`config.mk`:
```
export PLATFORM = sky130hd
export DESIGN_NAME = sc_char_xcvr
export DESIGN_NICKNAME = d
export VERILOG_FILES = /design/src/rtl/sc_xcvr_pkg.sv /design/src/rtl/sc_tx_enc.sv /design/src/rtl/sc_rx_dec.sv /design/src/rtl/sc_rep_ctr.sv /design/src/rtl/sc_char_xcvr.sv
export SDC_FILE = /design/constraint.sdc
export NUM_CORES = 1
export LEC_CHECK = 0
export BUFFER_PORTS_ARGS = -buffer_cell sky130_fd_sc_hd__buf_4
export CORE_ASPECT_RATIO = 2
export CORE_MARGIN = 2
export CORE_UTILIZATION = 51
export CTS_CLUSTER_SIZE = 30
export DETAILED_ROUTE_END_ITERATION = 12
export GPL_ROUTABILITY_DRIVEN = 0
export PLACE_DENSITY = 0.78
export SLEW_MARGIN = 10
export SYNTH_ARGS = -nofsm -noshare
export SYNTH_HDL_FRONTEND = slang
export SYNTH_SLANG_ARGS = --single-unit
```
`constraint.sdc`:
```
create_clock -name clk_i -period 4.4 [get_ports clk_i]
set_input_delay 0.66 -clock clk_i [delete_from_list [all_inputs] [get_ports clk_i]]
set_output_delay 0.66 -clock clk_i [all_outputs]
set_load 0.02 [all_outputs]
```
`src/rtl/sc_xcvr_pkg.sv`:
```
package sc_xcvr_pkg;
  localparam int unsigned DW = 8;
  localparam int unsigned PW = $clog2(DW);

  typedef enum logic [1:0] {
    ST_IDLE = 2'd0,
    ST_TX   = 2'd1,
    ST_RX   = 2'd2
  } xcvr_st_e;

  function automatic logic even_par(input logic [DW-1:0] d);
    return ^d;
  endfunction
endpackage

```
`src/rtl/sc_tx_enc.sv`:
```
module sc_tx_enc
  import sc_xcvr_pkg::*;
#(
  parameter int unsigned EW = 4
) (
  input  logic [EW-1:0] etu_i,
  input  logic [DW-1:0] data_i,
  input  logic          inverse_i,
  output logic          level_o
);
  logic [PW-1:0] pos;

  always_comb begin
    pos     = PW'(etu_i - EW'(1));
    level_o = 1'b1;
    if (etu_i == '0) begin
      level_o = 1'b0;
    end else if (etu_i <= EW'(DW)) begin
      level_o = (inverse_i ? data_i[PW'(DW-1) - pos] : data_i[pos]) ^ inverse_i;
    end else if (etu_i == EW'(DW+1)) begin
      level_o = even_par(data_i) ^ inverse_i;
    end
  end
endmodule

```
`src/rtl/sc_rx_dec.sv`:
```
module sc_rx_dec
  import sc_xcvr_pkg::*;
#(
  parameter int unsigned EW = 4
) (
  input  logic          clk_i,
  input  logic          rst_ni,
  input  logic          smp_i,
  input  logic [EW-1:0] etu_i,
  input  logic          line_i,
  input  logic          inverse_i,
  output logic [DW-1:0] data_o,
  output logic          par_ok_o
);
  logic [DW-1:0] raw_q;
  logic          praw_q;

  always_ff @(posedge clk_i or negedge rst_ni) begin
    if (!rst_ni) begin
      raw_q  <= '0;
      praw_q <= 1'b0;
    end else if (smp_i) begin
      if (etu_i >= EW'(1) && etu_i <= EW'(DW)) raw_q[PW'(etu_i - EW'(1))] <= line_i;
      else if (etu_i == EW'(DW+1))             praw_q <= line_i;
    end
  end

  for (genvar i = 0; i < DW; i++) begin : g_map
    assign data_o[i] = inverse_i ? ~raw_q[DW-1-i] : raw_q[i];
  end

  assign par_ok_o = ~(even_par(data_o) ^ praw_q ^ inverse_i);
endmodule

```
`src/rtl/sc_rep_ctr.sv`:
```
module sc_rep_ctr #(
  parameter int unsigned CNT_W = 3
) (
  input  logic             clk_i,
  input  logic             rst_ni,
  input  logic             clr_i,
  input  logic             inc_i,
  output logic [CNT_W-1:0] cnt_o
);
  always_ff @(posedge clk_i or negedge rst_ni) begin
    if (!rst_ni)     cnt_o <= '0;
    else if (clr_i)  cnt_o <= '0;
    else if (inc_i)  cnt_o <= cnt_o + CNT_W'(1);
  end
endmodule

```
`src/rtl/sc_char_xcvr.sv`:
```
module sc_char_xcvr
  import sc_xcvr_pkg::*;
#(
  parameter int unsigned OVS       = 4,
  parameter int unsigned FRAME_ETU = 13,
  parameter int unsigned REP_W     = 3
) (
  input  logic          clk_i,
  input  logic          rst_ni,
  input  logic          soft_rst_i,
  input  logic          xcvr_sel_i,
  input  logic          sw_line_i,
  input  logic          inverse_i,
  input  logic          rep_en_i,
  input  logic          rep_sel_i,
  input  logic          par_irq_en_i,
  input  logic          perr_clr_i,
  input  logic          tick_i,
  input  logic          tx_start_i,
  input  logic [DW-1:0] tx_data_i,
  input  logic          io_i,
  output logic          io_oe_o,
  output logic          busy_o,
  output logic          rx_valid_o,
  output logic [DW-1:0] rx_data_o,
  output logic          perr_o,
  output logic          irq_o
);
  localparam int unsigned OB      = $clog2(OVS);
  localparam int unsigned FT      = FRAME_ETU * OVS;
  localparam int unsigned CW      = $clog2(FT);
  localparam int unsigned EW      = CW - OB;
  localparam int unsigned SMP     = OVS / 2 - 1;
  localparam int unsigned PDEC    = (DW + 2) * OVS;
  localparam int unsigned ERR_LO  = (DW + 2) * OVS + OVS / 2;
  localparam int unsigned ERR_HI  = (DW + 4) * OVS;
  localparam int unsigned NACK_PT = (DW + 3) * OVS + SMP;
  localparam int unsigned LAST    = FT - 1;

  xcvr_st_e        st_q;
  logic [CW-1:0]   cnt_q;
  logic [EW-1:0]   etu;
  logic            nack_q;
  logic [DW-1:0]   data_q;
  logic            rx_valid_q;
  logic [DW-1:0]   rx_data_q;
  logic            perr_q;
  logic            active, at_smp, at_last;
  logic            tx_level, dec_ok;
  logic [DW-1:0]   dec_data;
  logic [REP_W-1:0] rep_cnt, lim_tx, lim_rx;
  logic            tx_end, rx_end, tx_retry, tx_fail, rx_retry, rx_fail, rx_deliver;
  logic            rep_clr, rep_inc;

  assign active  = !soft_rst_i && xcvr_sel_i;
  assign etu     = cnt_q[CW-1:OB];
  assign at_smp  = tick_i && (cnt_q[OB-1:0] == OB'(SMP));
  assign at_last = cnt_q == CW'(LAST);
  assign lim_tx  = rep_sel_i ? REP_W'(4) : REP_W'(3);
  assign lim_rx  = rep_sel_i ? REP_W'(5) : REP_W'(4);

  assign tx_end     = active && tick_i && at_last && (st_q == ST_TX);
  assign rx_end     = active && tick_i && at_last && (st_q == ST_RX);
  assign tx_retry   = tx_end && nack_q && rep_en_i && (rep_cnt != lim_tx);
  assign tx_fail    = tx_end && nack_q && rep_en_i && (rep_cnt == lim_tx);
  assign rx_retry   = rx_end && nack_q && rep_en_i && ((rep_cnt + REP_W'(1)) != lim_rx);
  assign rx_fail    = rx_end && nack_q && (!rep_en_i || ((rep_cnt + REP_W'(1)) == lim_rx));
  assign rx_deliver = rx_end && !rx_retry;
  assign rep_inc    = tx_retry || rx_retry;
  assign rep_clr    = !active || ((st_q == ST_IDLE) && tx_start_i)
                    || (tx_end && !tx_retry) || (rx_end && !rx_retry);

  sc_tx_enc #(.EW(EW)) u_enc (
    .etu_i     (etu),
    .data_i    (data_q),
    .inverse_i (inverse_i),
    .level_o   (tx_level)
  );

  sc_rx_dec #(.EW(EW)) u_dec (
    .clk_i     (clk_i),
    .rst_ni    (rst_ni),
    .smp_i     (at_smp && active && (st_q == ST_RX)),
    .etu_i     (etu),
    .line_i    (io_i),
    .inverse_i (inverse_i),
    .data_o    (dec_data),
    .par_ok_o  (dec_ok)
  );

  sc_rep_ctr #(.CNT_W(REP_W)) u_rep (
    .clk_i  (clk_i),
    .rst_ni (rst_ni),
    .clr_i  (rep_clr),
    .inc_i  (rep_inc),
    .cnt_o  (rep_cnt)
  );

  always_ff @(posedge clk_i or negedge rst_ni) begin
    if (!rst_ni) begin
      st_q       <= ST_IDLE;
      cnt_q      <= '0;
      nack_q     <= 1'b0;
      data_q     <= '0;
      rx_valid_q <= 1'b0;
      rx_data_q  <= '0;
      perr_q     <= 1'b0;
    end else begin
      rx_valid_q <= rx_deliver;
      if (rx_deliver) rx_data_q <= dec_data;

      if (soft_rst_i)              perr_q <= 1'b0;
      else if (tx_fail || rx_fail) perr_q <= 1'b1;
      else if (perr_clr_i)         perr_q <= 1'b0;

      if (!active) begin
        st_q   <= ST_IDLE;
        cnt_q  <= '0;
        nack_q <= 1'b0;
      end else begin
        unique case (st_q)
          ST_IDLE: begin
            if (tx_start_i) begin
              st_q   <= ST_TX;
              cnt_q  <= '0;
              nack_q <= 1'b0;
              data_q <= tx_data_i;
            end else if (tick_i && !io_i) begin
              st_q   <= ST_RX;
              cnt_q  <= '0;
              nack_q <= 1'b0;
            end
          end
          ST_TX: begin
            if (tick_i) begin
              if (cnt_q == CW'(NACK_PT) && !io_i) nack_q <= 1'b1;
              if (at_last) begin
                cnt_q  <= '0;
                nack_q <= 1'b0;
                if (!tx_retry) st_q <= ST_IDLE;
              end else begin
                cnt_q <= cnt_q + CW'(1);
              end
            end
          end
          ST_RX: begin
            if (tick_i) begin
              if (cnt_q == CW'(SMP) && io_i) begin
                st_q <= ST_IDLE;   // glitch, not a start bit
              end else if (at_last) begin
                st_q <= ST_IDLE;
              end else begin
                cnt_q <= cnt_q + CW'(1);
                if (cnt_q == CW'(PDEC)) nack_q <= !dec_ok;
              end
            end
          end
          default: st_q <= ST_IDLE;
        endcase
      end
    end
  end

  always_comb begin
    if (soft_rst_i)       io_oe_o = 1'b0;
    else if (!xcvr_sel_i) io_oe_o = !sw_line_i;
    else io_oe_o = ((st_q == ST_TX) && (etu < EW'(DW+2)) && !tx_level)
                 || ((st_q == ST_RX) && nack_q && rep_en_i
                     && (cnt_q >= CW'(ERR_LO)) && (cnt_q < CW'(ERR_HI)));
  end

  assign busy_o     = st_q != ST_IDLE;
  assign rx_valid_o = rx_valid_q;
  assign rx_data_o  = rx_data_q;
  assign perr_o     = perr_q;
  assign irq_o      = perr_q && par_irq_en_i;
endmodule

```
# Yosys cells after proc, flatten, opt, wreduce, memory -nomap -nowiden
# Index checks and enable logic that the tools add are counted.
dict set report word_totals {
  register_bits 39
  inputBits 21
  elab_cells 175
}
dict set report classes {
  add_sub_neg 4
  n_lt_le_gt_ge 8
  n_eq_ne 23
  n_mux 58
  bitwise 13
  reduce_logical 59
}
# op count
set ops {}
lappend ops {{$mux W6} 8}
lappend ops {{$logic_and A1 B1 Y1} 31}
lappend ops {{$mux W1} 31}
lappend ops {{$ne A3 B3 Y1 const B} 7}
lappend ops {{$eq A6 B6 Y1 const B} 3}
lappend ops {{$mux W2} 9}
lappend ops {{$pmux W6 S3} 1}
lappend ops {{$reduce_xor A8 Y1} 2}
lappend ops {{$reduce_and A6 Y1} 2}
lappend ops {{$mux W3} 3}
lappend ops {{$not A1 Y1} 9}
lappend ops {{$bwmux W8} 1}
lappend ops {{$logic_not A1 Y1} 8}
lappend ops {{$lt A3 B4 Y1 const B} 2}
lappend ops {{$ne A4 B4 Y1 const B} 2}
lappend ops {{$reduce_and A8 Y1} 1}
lappend ops {{$logic_or A1 B1 Y1} 7}
lappend ops {{$add A6 B1 Y6 const B} 1}
lappend ops {{$bmux W1 S3} 2}
lappend ops {{$eq A3 B3 Y1} 2}
lappend ops {{$eq A6 B1 Y1 const B} 1}
lappend ops {{$ge A6 B6 Y1 const B} 1}
lappend ops {{$lt A6 B6 Y1 const B} 1}
lappend ops {{$ne A3 B3 Y1} 2}
lappend ops {{other kinds (22)} 28}

# Longest topological paths before layout
# Gate-level depths: netlist (run 1).
dict set report depth {
  depth_word 13
  mapped_depth 10
  ltp_nobuf 8
}

# Modules after synthesis
# From an unflattened synthesis (run 1), not the netlist that was laid out.
dict set report hier_totals {
  hier_cells 273
  hier_area_um2 2872.8
}
# mod n_inst cells_per_inst area_each_um2 seq_area_each_um2
set by_module_without_submodules {}
lappend by_module_without_submodules {sc_char_xcvr 1 159 1720.4 675.6}
lappend by_module_without_submodules {sc_rx_dec 1 77 715.7 225.2}
lappend by_module_without_submodules {sc_tx_enc 1 26 300.3 0.0}
lappend by_module_without_submodules {sc_rep_ctr 1 11 136.4 75.1}

# Worst setup path after synthesis (run 1)
# No wires, ideal clock.
dict set report synth_timing {
  path_kind {register to output}
  startpoint {register cnt_q[2]}
  endpoint {output port io_oe_o}
  arrival_ns 2.504
  required_ns 3.740
  path_slack_ns 1.236
  stages_incl_launch_ff 10
  cell_sequence {dfrtp_1 > buf_2 > inv_1 > ha_1 > clkbuf_1 > mux2i_1 > o31ai_1 > a211oi_1 > o2111ai_1 > a221oi_1}
}
dict set report synth_between {
  elab_chain_cells 13
}
# element line_no
set synth_lines {}
lappend synth_lines {{from (decl)} sc_char_xcvr.sv:41} ;# logic [CW-1:0] cnt_q;
lappend synth_lines {{from (signal assigned)} sc_char_xcvr.sv:142} ;# cnt_q <= cnt_q + CW'(1);
lappend synth_lines {{from (signal assigned)} sc_char_xcvr.sv:153} ;# cnt_q <= cnt_q + CW'(1);
lappend synth_lines {{$sub A3 B1 Y3} sc_tx_enc.sv:14} ;# pos = PW'(etu_i - EW'(1));
lappend synth_lines {{$sub A3 B3 Y3} sc_tx_enc.sv:19} ;# level_o = (inverse_i ? data_i[PW'(DW-1) - pos] : data_i[pos]) ^ inverse_i;
lappend synth_lines {{$bmux W1 S3} sc_tx_enc.sv:19}
lappend synth_lines {{$mux W1 (implied by the code)} sc_tx_enc.sv:19}
lappend synth_lines {{$mux W1} sc_tx_enc.sv:19}
lappend synth_lines {{$xor A1 B1 Y1} sc_tx_enc.sv:19}
lappend synth_lines {{$mux W1} sc_tx_enc.sv:18} ;# end else if (etu_i <= EW'(DW)) begin
lappend synth_lines {{$mux W1} sc_tx_enc.sv:16} ;# if (etu_i == '0) begin
lappend synth_lines {{$logic_not A1 Y1} sc_char_xcvr.sv:167} ;# else io_oe_o = ((st_q == ST_TX) && (etu < EW'(DW+2)) && !tx_level)
lappend synth_lines {{$logic_and A1 B1 Y1} sc_char_xcvr.sv:167}
lappend synth_lines {{$logic_or A1 B1 Y1 (*)} sc_char_xcvr.sv:168} ;# || ((st_q == ST_RX) && nack_q && rep_en_i
lappend synth_lines {{$mux W1 (*)} sc_char_xcvr.sv:166} ;# else if (!xcvr_sel_i) io_oe_o = !sw_line_i;
lappend synth_lines {{$mux W1 (*)} sc_char_xcvr.sv:165} ;# if (soft_rst_i) io_oe_o = 1'b0;
lappend synth_lines {{to (decl)} sc_char_xcvr.sv:22} ;# output logic io_oe_o,
# Mark *: on every way between the ends. The rest lies on a longest branch, timed or not. The select of a mux whose other input is x is not followed.

# Worst setup path after layout (run 1)
# Same ends and word-level chain as after synthesis.

==> impl_metrics.env, run 1 <==
export IMPL_status="finished clean"
export IMPL_die_w_um=55.6
export IMPL_grtUsageTotal_pct=21.8
export IMPL_grt_pass1_vias=2293
export IMPL_core_um2=5140
export IMPL_ys_seq_area_share_pct=36.0
export IMPL_cts_setup_buffers=0
export IMPL_dp_worst_setup_slack_ns=1.04
export IMPL_nets=356
export IMPL_ys_ff_latch=39
export IMPL_layout_common_cells="dfrtp_1, buf_4, nand2_1, o21ai_0"
export IMPL_dr_total_vias=2267
export IMPL_syn2layout_area_growth_pct=12.8
export IMPL_leakagePower_uw=0.00135
export IMPL_hpwl_mm=4.59
export IMPL_firstDrtPassIters=4
export IMPL_critPathMaxFanout=15
export IMPL_p_per_area_nw_per_um2=266
export IMPL_cpMaxStageDelayCell="dfrtp_1"
export IMPL_postRouteAntennaNets=0
export IMPL_period_share_pct=85.0
export IMPL_drv_slew=0
export IMPL_drive_above_1_share_pct=20.4
export IMPL_io_pins=34
export IMPL_worst_slack_ns=0.660
export IMPL_crit_chain="inv_1 -> ha_1 -> nor2b_1 -> and3_1 -> a31oi_1 -> nand4_1 -> o2111ai_1 -> a221oi_1 -> buf_4"
export IMPL_max_slew_margin_pct=61.4
export IMPL_syn_nets=327
export IMPL_final_util_pct=59.5
export IMPL_r2r_cells=7
export IMPL_wl_per_cell_um=15.9
export IMPL_die_area_um2=5950
export IMPL_finalCriticalPeriod_ns=3.74
export IMPL_cts_resized=0
export IMPL_synthArstFlopShare_pct=100
export IMPL_cts_sinks=39
export IMPL_die_y_um=107
export IMPL_routed_wl_mm=6.04
export IMPL_maxCapViolations=0
export IMPL_cts_tree="done"
export IMPL_hp_class="in -> async"
export IMPL_layout_commonest_cell="dfrtp_1"
export IMPL_synthFlopType="dfrtp_1"
export IMPL_cts_buffer_depth=2
export IMPL_synth_area_per_cell_um2=9.25
export IMPL_syn_inst=293
export IMPL_setup_viol=0
export IMPL_r2r_setup_slack_ns=1.86
export IMPL_r2r_start="cnt_q[2]"
export IMPL_synth_top_area_share_pct=36.0
export IMPL_viasPerCell=5.95
export IMPL_crit_required_ns=3.74
export IMPL_ir_drop_v=0.000287
export IMPL_setup_worst_path_class="reg -> out"
export IMPL_diodes=0
export IMPL_tns_ns=0
export IMPL_netlist_area_um2=2710
export IMPL_r2r_end="cnt_q[3]"
export IMPL_start_util_pct=52.8
export IMPL_worstSkewPairLatency_ns=0.30
export IMPL_htree_levels=2
export IMPL_crit_family="flip-flops"
export IMPL_synth_distinct_cells=56
export IMPL_grt_max_degree=40
export IMPL_hold_viol=0
export IMPL_worst_slew_pin_slew_ns=0.578
export IMPL_synth_top_area_cell="dfrtp_1"
export IMPL_antenna_found_initial=0
export IMPL_critical_path_max_stage_delay_ns=0.65
export IMPL_cts_buffers=5
export IMPL_drt_initial_drc_count=62
export IMPL_clock_skew_ns=0.00998
export IMPL_io_buffers=33
export IMPL_fp_row_count=37
export IMPL_rsz0062_at_grt="false"
export IMPL_cts_clk_slew_worst_paths_ns=0.08
export IMPL_cts_hold_buffers=0
export IMPL_synth_area_leaders="dfrtp_1, mux2_2, ha_1, xnor2_1, nand2_1"
export IMPL_drc=0
export IMPL_critPathLaunchType="flip-flop"
export IMPL_grt_pass1_wl_mm=10.4
export IMPL_cp_num_buf_inv=2
export IMPL_synth_edf_count=0
export IMPL_ys_warn_count=0
export IMPL_cts_root_buf="clkbuf_8"
export IMPL_setup_worst_path_end_class="output port"
export IMPL_critPathArrivalTime_ns=3.08
export IMPL_timing_fmax_mhz=267
export IMPL_gr_total_overflow=0
==> routing by layer <==
| layer | track usage, % | vias up | wire length [µm] |
|---|---|---|---|
| met4 | 12.9 | 0 | 223 |
| met1 | 21.9 | 1073 | 2190 |
| met3 | 3.02 | 18 | 209 |
| met2 | 41.4 | 70 | 3420 |
| li1 | - | 1106 | - |
| met5 | 0 | - | 0 |
==> report_power, final <==
part,internal [µW],total [µW],switching [µW]
clock,110,246,136
sequential,377,402,24.8
combinational,86.8,164,77.4
total,574,812,238
==> sequential cells by signal (all words and copies together), names as in the netlist <==
register and cells:
u_dec.praw_q 1, data_q 8, st_q 2, nack_q 1
cnt_q 6, rx_data_o 8, rx_valid_o 1, perr_o 1
u_dec.raw_q 8, u_rep.cnt_o 3
==> through the flow <==
step	instances	hold slack [ns]	area, µm²	power, µW
CTS	381	0.342	3060	820
floorplan	293	0.364	2710	522
detailed placement	373	0.471	2970	577
global route	381	0.361	3060	850
finish	381	0.325	3060	812
global placement	373	0.463	2970	575
==> final cells by class <==
type / instances / area (µm²)
fillers: 437 / 2080
multi-input cells: 231 / 1630
flip-flops and latches: 39 / 976
repair buffers: 33 / 248
well taps: 58 / 72.6
clock buffers: 5 / 68.8
inverters: 12 / 45.0
clock inverters: 3 / 20.0
==> worst max-delay path by stage <==
stage / slack [ns] / cells past startpoint / endpoint / from
2_1_floorplan: 1.24 / 9 / io_oe_o / cnt_q[2]
3_5_place_dp: 1.04 / 9 / io_oe_o / cnt_q[2]
6_report: 0.66 / 9 / io_oe_o / cnt_q[2]
3_3_place_gp: 1.15 / 9 / io_oe_o / cnt_q[2]
4_1_cts: 0.71 / 9 / io_oe_o / cnt_q[2]
5_1_grt: 0.47 / 9 / io_oe_o / cnt_q[2]
==> worst reg2reg max path: cells and delay by family (launching register included) <==
| family | cells | cell delay, ns |
|---|---|---|
| AOI/OAI and AO/OA | 3 | 0.76 |
| DFF | 1 | 0.65 |
| and+or+nand+nor | 2 | 0.47 |
| adders and majority gates | 1 | 0.33 |
| buffers and inverters | 1 | 0.24 |
==> synthesized netlist by cell type (3+ instances only) <==
master,n
clkbuf_1,3
inv_1,11
xnor2_1,18
nand2b_1,4
mux2_2,19
and3_1,3
ha_1,13
nand4_1,6
mux2i_1,6
dfrtp_1,39
nand3_1,19
buf_2,4
a21oi_1,9
xor2_1,7
nand2_1,32
o21ai_0,21
o31ai_1,7
a31oi_1,3
nor2b_1,6
a211oi_1,3
and2_1,4
nor2_1,17
==> cell families after synthesis <==
logic type	after synthesis	synth area share (%)
AOI/OAI and AO/OA	62	15.1
xor gates and xnor gates	26	8.68
adders and majority gates	13	6.00
buffers and inverters	23	3.92
DFF	39	36.0
muxes	26	10.5
and+or+nand+nor	104	19.8
Power figures use the tool's default switching activity.
==> inputs of run 2 (changes only) <==
--- a/config.mk
+++ b/config.mk
@@ -7,12 +7,12 @@
 export LEC_CHECK = 0
 export BUFFER_PORTS_ARGS = -buffer_cell sky130_fd_sc_hd__buf_4
 export CORE_ASPECT_RATIO = 2
-export CORE_MARGIN = 2
 export CORE_UTILIZATION = 51
 export CTS_CLUSTER_SIZE = 30
 export DETAILED_ROUTE_END_ITERATION = 12
 export GPL_ROUTABILITY_DRIVEN = 0
 export PLACE_DENSITY = 0.78
+export RECOVER_POWER = 25
 export SLEW_MARGIN = 10
 export SYNTH_ARGS = -nofsm -noshare
 export SYNTH_HDL_FRONTEND = slang
==> run 2 against run 1 <==
Against the previous run:
- the flow now finishes with violations (max-capacitance violations, max-slew violations)
- clock skew decreased by 0.0059 ns
- largest cell class unchanged
- fmax fell by 1.2%
- clock power grew 46%
==> impl_metrics.env, run 2 (synthesis gave the netlist of run 1 again) <==
export IMPL_maxCapViolations=1
export IMPL_syn2layout_area_growth_pct=14.3
export IMPL_cts_buffer_depth=2
export IMPL_setup_viol=0
export IMPL_die_y_um=105
export IMPL_p_per_area_nw_per_um2=302
export IMPL_wl_per_cell_um=15.5
export IMPL_nets=356
export IMPL_clock_skew_ns=0.00406
export IMPL_diodes=0
export IMPL_worst_slew_pin_slew_ns=2.13
export IMPL_cts_resized=0
export IMPL_cts_clk_slew_worst_paths_ns=0.08
export IMPL_cts_sinks=39
export IMPL_cts_root_buf="clkbuf_8"
export IMPL_viasPerCell=5.94
export IMPL_rsz0062_at_grt="false"
export IMPL_drt_initial_drc_count=48
export IMPL_cts_setup_buffers=0
export IMPL_r2r_start="cnt_q[2]"
export IMPL_critPathArrivalTime_ns=3.12
export IMPL_power_uw=937
export IMPL_hpwl_mm=4.53
export IMPL_ir_drop_v=0.000243
export IMPL_die_area_um2=5630
export IMPL_io_buffers=33
export IMPL_worstSkewPairLatency_ns=0.30
export IMPL_drc=0
export IMPL_die_w_um=53.6
export IMPL_endpoint="io_oe_o"
export IMPL_leakagePower_uw=0.00137
export IMPL_holdWs_ns=0.481
export IMPL_htree_levels=2
export IMPL_io_pins=34
export IMPL_layout_common_cells="dfrtp_1, nand2_1, buf_4, o21ai_0"
export IMPL_r2r_end="cnt_q[3]"
export IMPL_drive_above_1_share_pct=19.8
export IMPL_dr_total_vias=2262
export IMPL_postRouteAntennaNets=0
export IMPL_worstSetupStartpoint="cnt_q[2]"
export IMPL_cts_buffers=5
export IMPL_routed_wl_mm=5.92
export IMPL_r2r_cells=7
export IMPL_cts_tree="done"
export IMPL_gr_total_overflow=0
export IMPL_r2r_setup_slack_ns=1.83
export IMPL_core_um2=5140
export IMPL_fp_row_count=37
export IMPL_period_share_pct=86.0
export IMPL_critPathLaunchType="flip-flop"
export IMPL_start_util_pct=52.8
export IMPL_grt_pass1_wl_mm=9.85
export IMPL_finalCriticalPeriod_ns=3.78
export IMPL_antenna_found_initial=0
export IMPL_critPathMaxFanout=15
export IMPL_crit_required_ns=3.74
export IMPL_firstDrtPassIters=4
export IMPL_setup_worst_path_end_class="output port"
export IMPL_grt_max_degree=40
export IMPL_worst_slack_ns=0.615
export IMPL_violations="max-capacitance violations, max-slew violations"
export IMPL_layout_commonest_cell="dfrtp_1"
export IMPL_hold_viol=0
export IMPL_dp_worst_setup_slack_ns=0.997
export IMPL_status="complete, but fails checks"
export IMPL_hp_class="reg -> reg"
export IMPL_grtUsageTotal_pct=23.7
export IMPL_drv_slew=40
export IMPL_tns_ns=0
export IMPL_timing_fmax_mhz=264
export IMPL_max_slew_margin_pct=-41.8
export IMPL_setup_worst_path_class="reg -> out"
export IMPL_cts_hold_buffers=0
export IMPL_grt_pass1_vias=2194
==> run 2: cell types whose count changed in the layout (fill, tap and decap cells not counted) <==
cell	delta
buf_4	-1
clkbuf_1	+2
clkinvlp_4	-2
clkinv_2	-1
bufinv_16	+2
==> run 2: layer usage <==
metal,global-route usage (%),share of wire [%]
met1,23.8,37
met2,42.5,56
met3,4.95,3.5
met4,12.2,3.5
met5,0,0
==> run 2: critical path, cell delays in order (launching register included) <==
cell and delay (ns):
dfrtp_1 0.62, inv_1 0.23, ha_1 0.57, nor2b_1 0.30, and3_1 0.19, a31oi_1 0.05
nand4_1 0.14, o2111ai_1 0.15, a221oi_1 0.36, buf_4 0.21
==> run 2: worst min-delay path by stage <==
| stage | start | to | slack, ns | cells after the start |
|---|---|---|---|---|
| finish | rx_data_o[0] | rx_data_o[0] | 0.48 | 2 |
| global route | rx_data_o[0] | rx_data_o[0] | 0.52 | 2 |
| CTS | rst_ni | u_dec.raw_q[3] | 0.34 | 1 |
| detailed placement | rx_data_o[6] | rx_data_o[6] | 0.47 | 2 |
| global placement | rx_data_o[5] | rx_data_o[5] | 0.46 | 2 |
| floorplan | rst_ni | cnt_q[0] | 0.36 | 0 |
==> run 2: final cells by class <==
type                       count  area, µm²
sequential                    39        976
multi-input combinational    231       1630
fill                         462       2040
clock buffer                   6       72.6
inverter                      12       45.0
timing repair buffer          33        244
clock inverter                 2       60.1
tap                           58       72.6
==> run 2: metrics by stage <==
step | area (µm²) | cells | util, %
after floorplan | 2710 | 293 | -
after global placement | 2970 | 373 | 57.8
after detailed placement | 2970 | 373 | 57.8
after CTS | 3100 | 381 | 60.4
after global routing | 3100 | 381 | 60.3
final | 3100 | 381 | 60.3
==> run 2: power by group <==
group | internal [µW] | switching [µW] | total, µW
Sequential | 377 | 24.9 | 402
Combinational | 86.4 | 87.7 | 174
Clock | 227 | 134 | 360
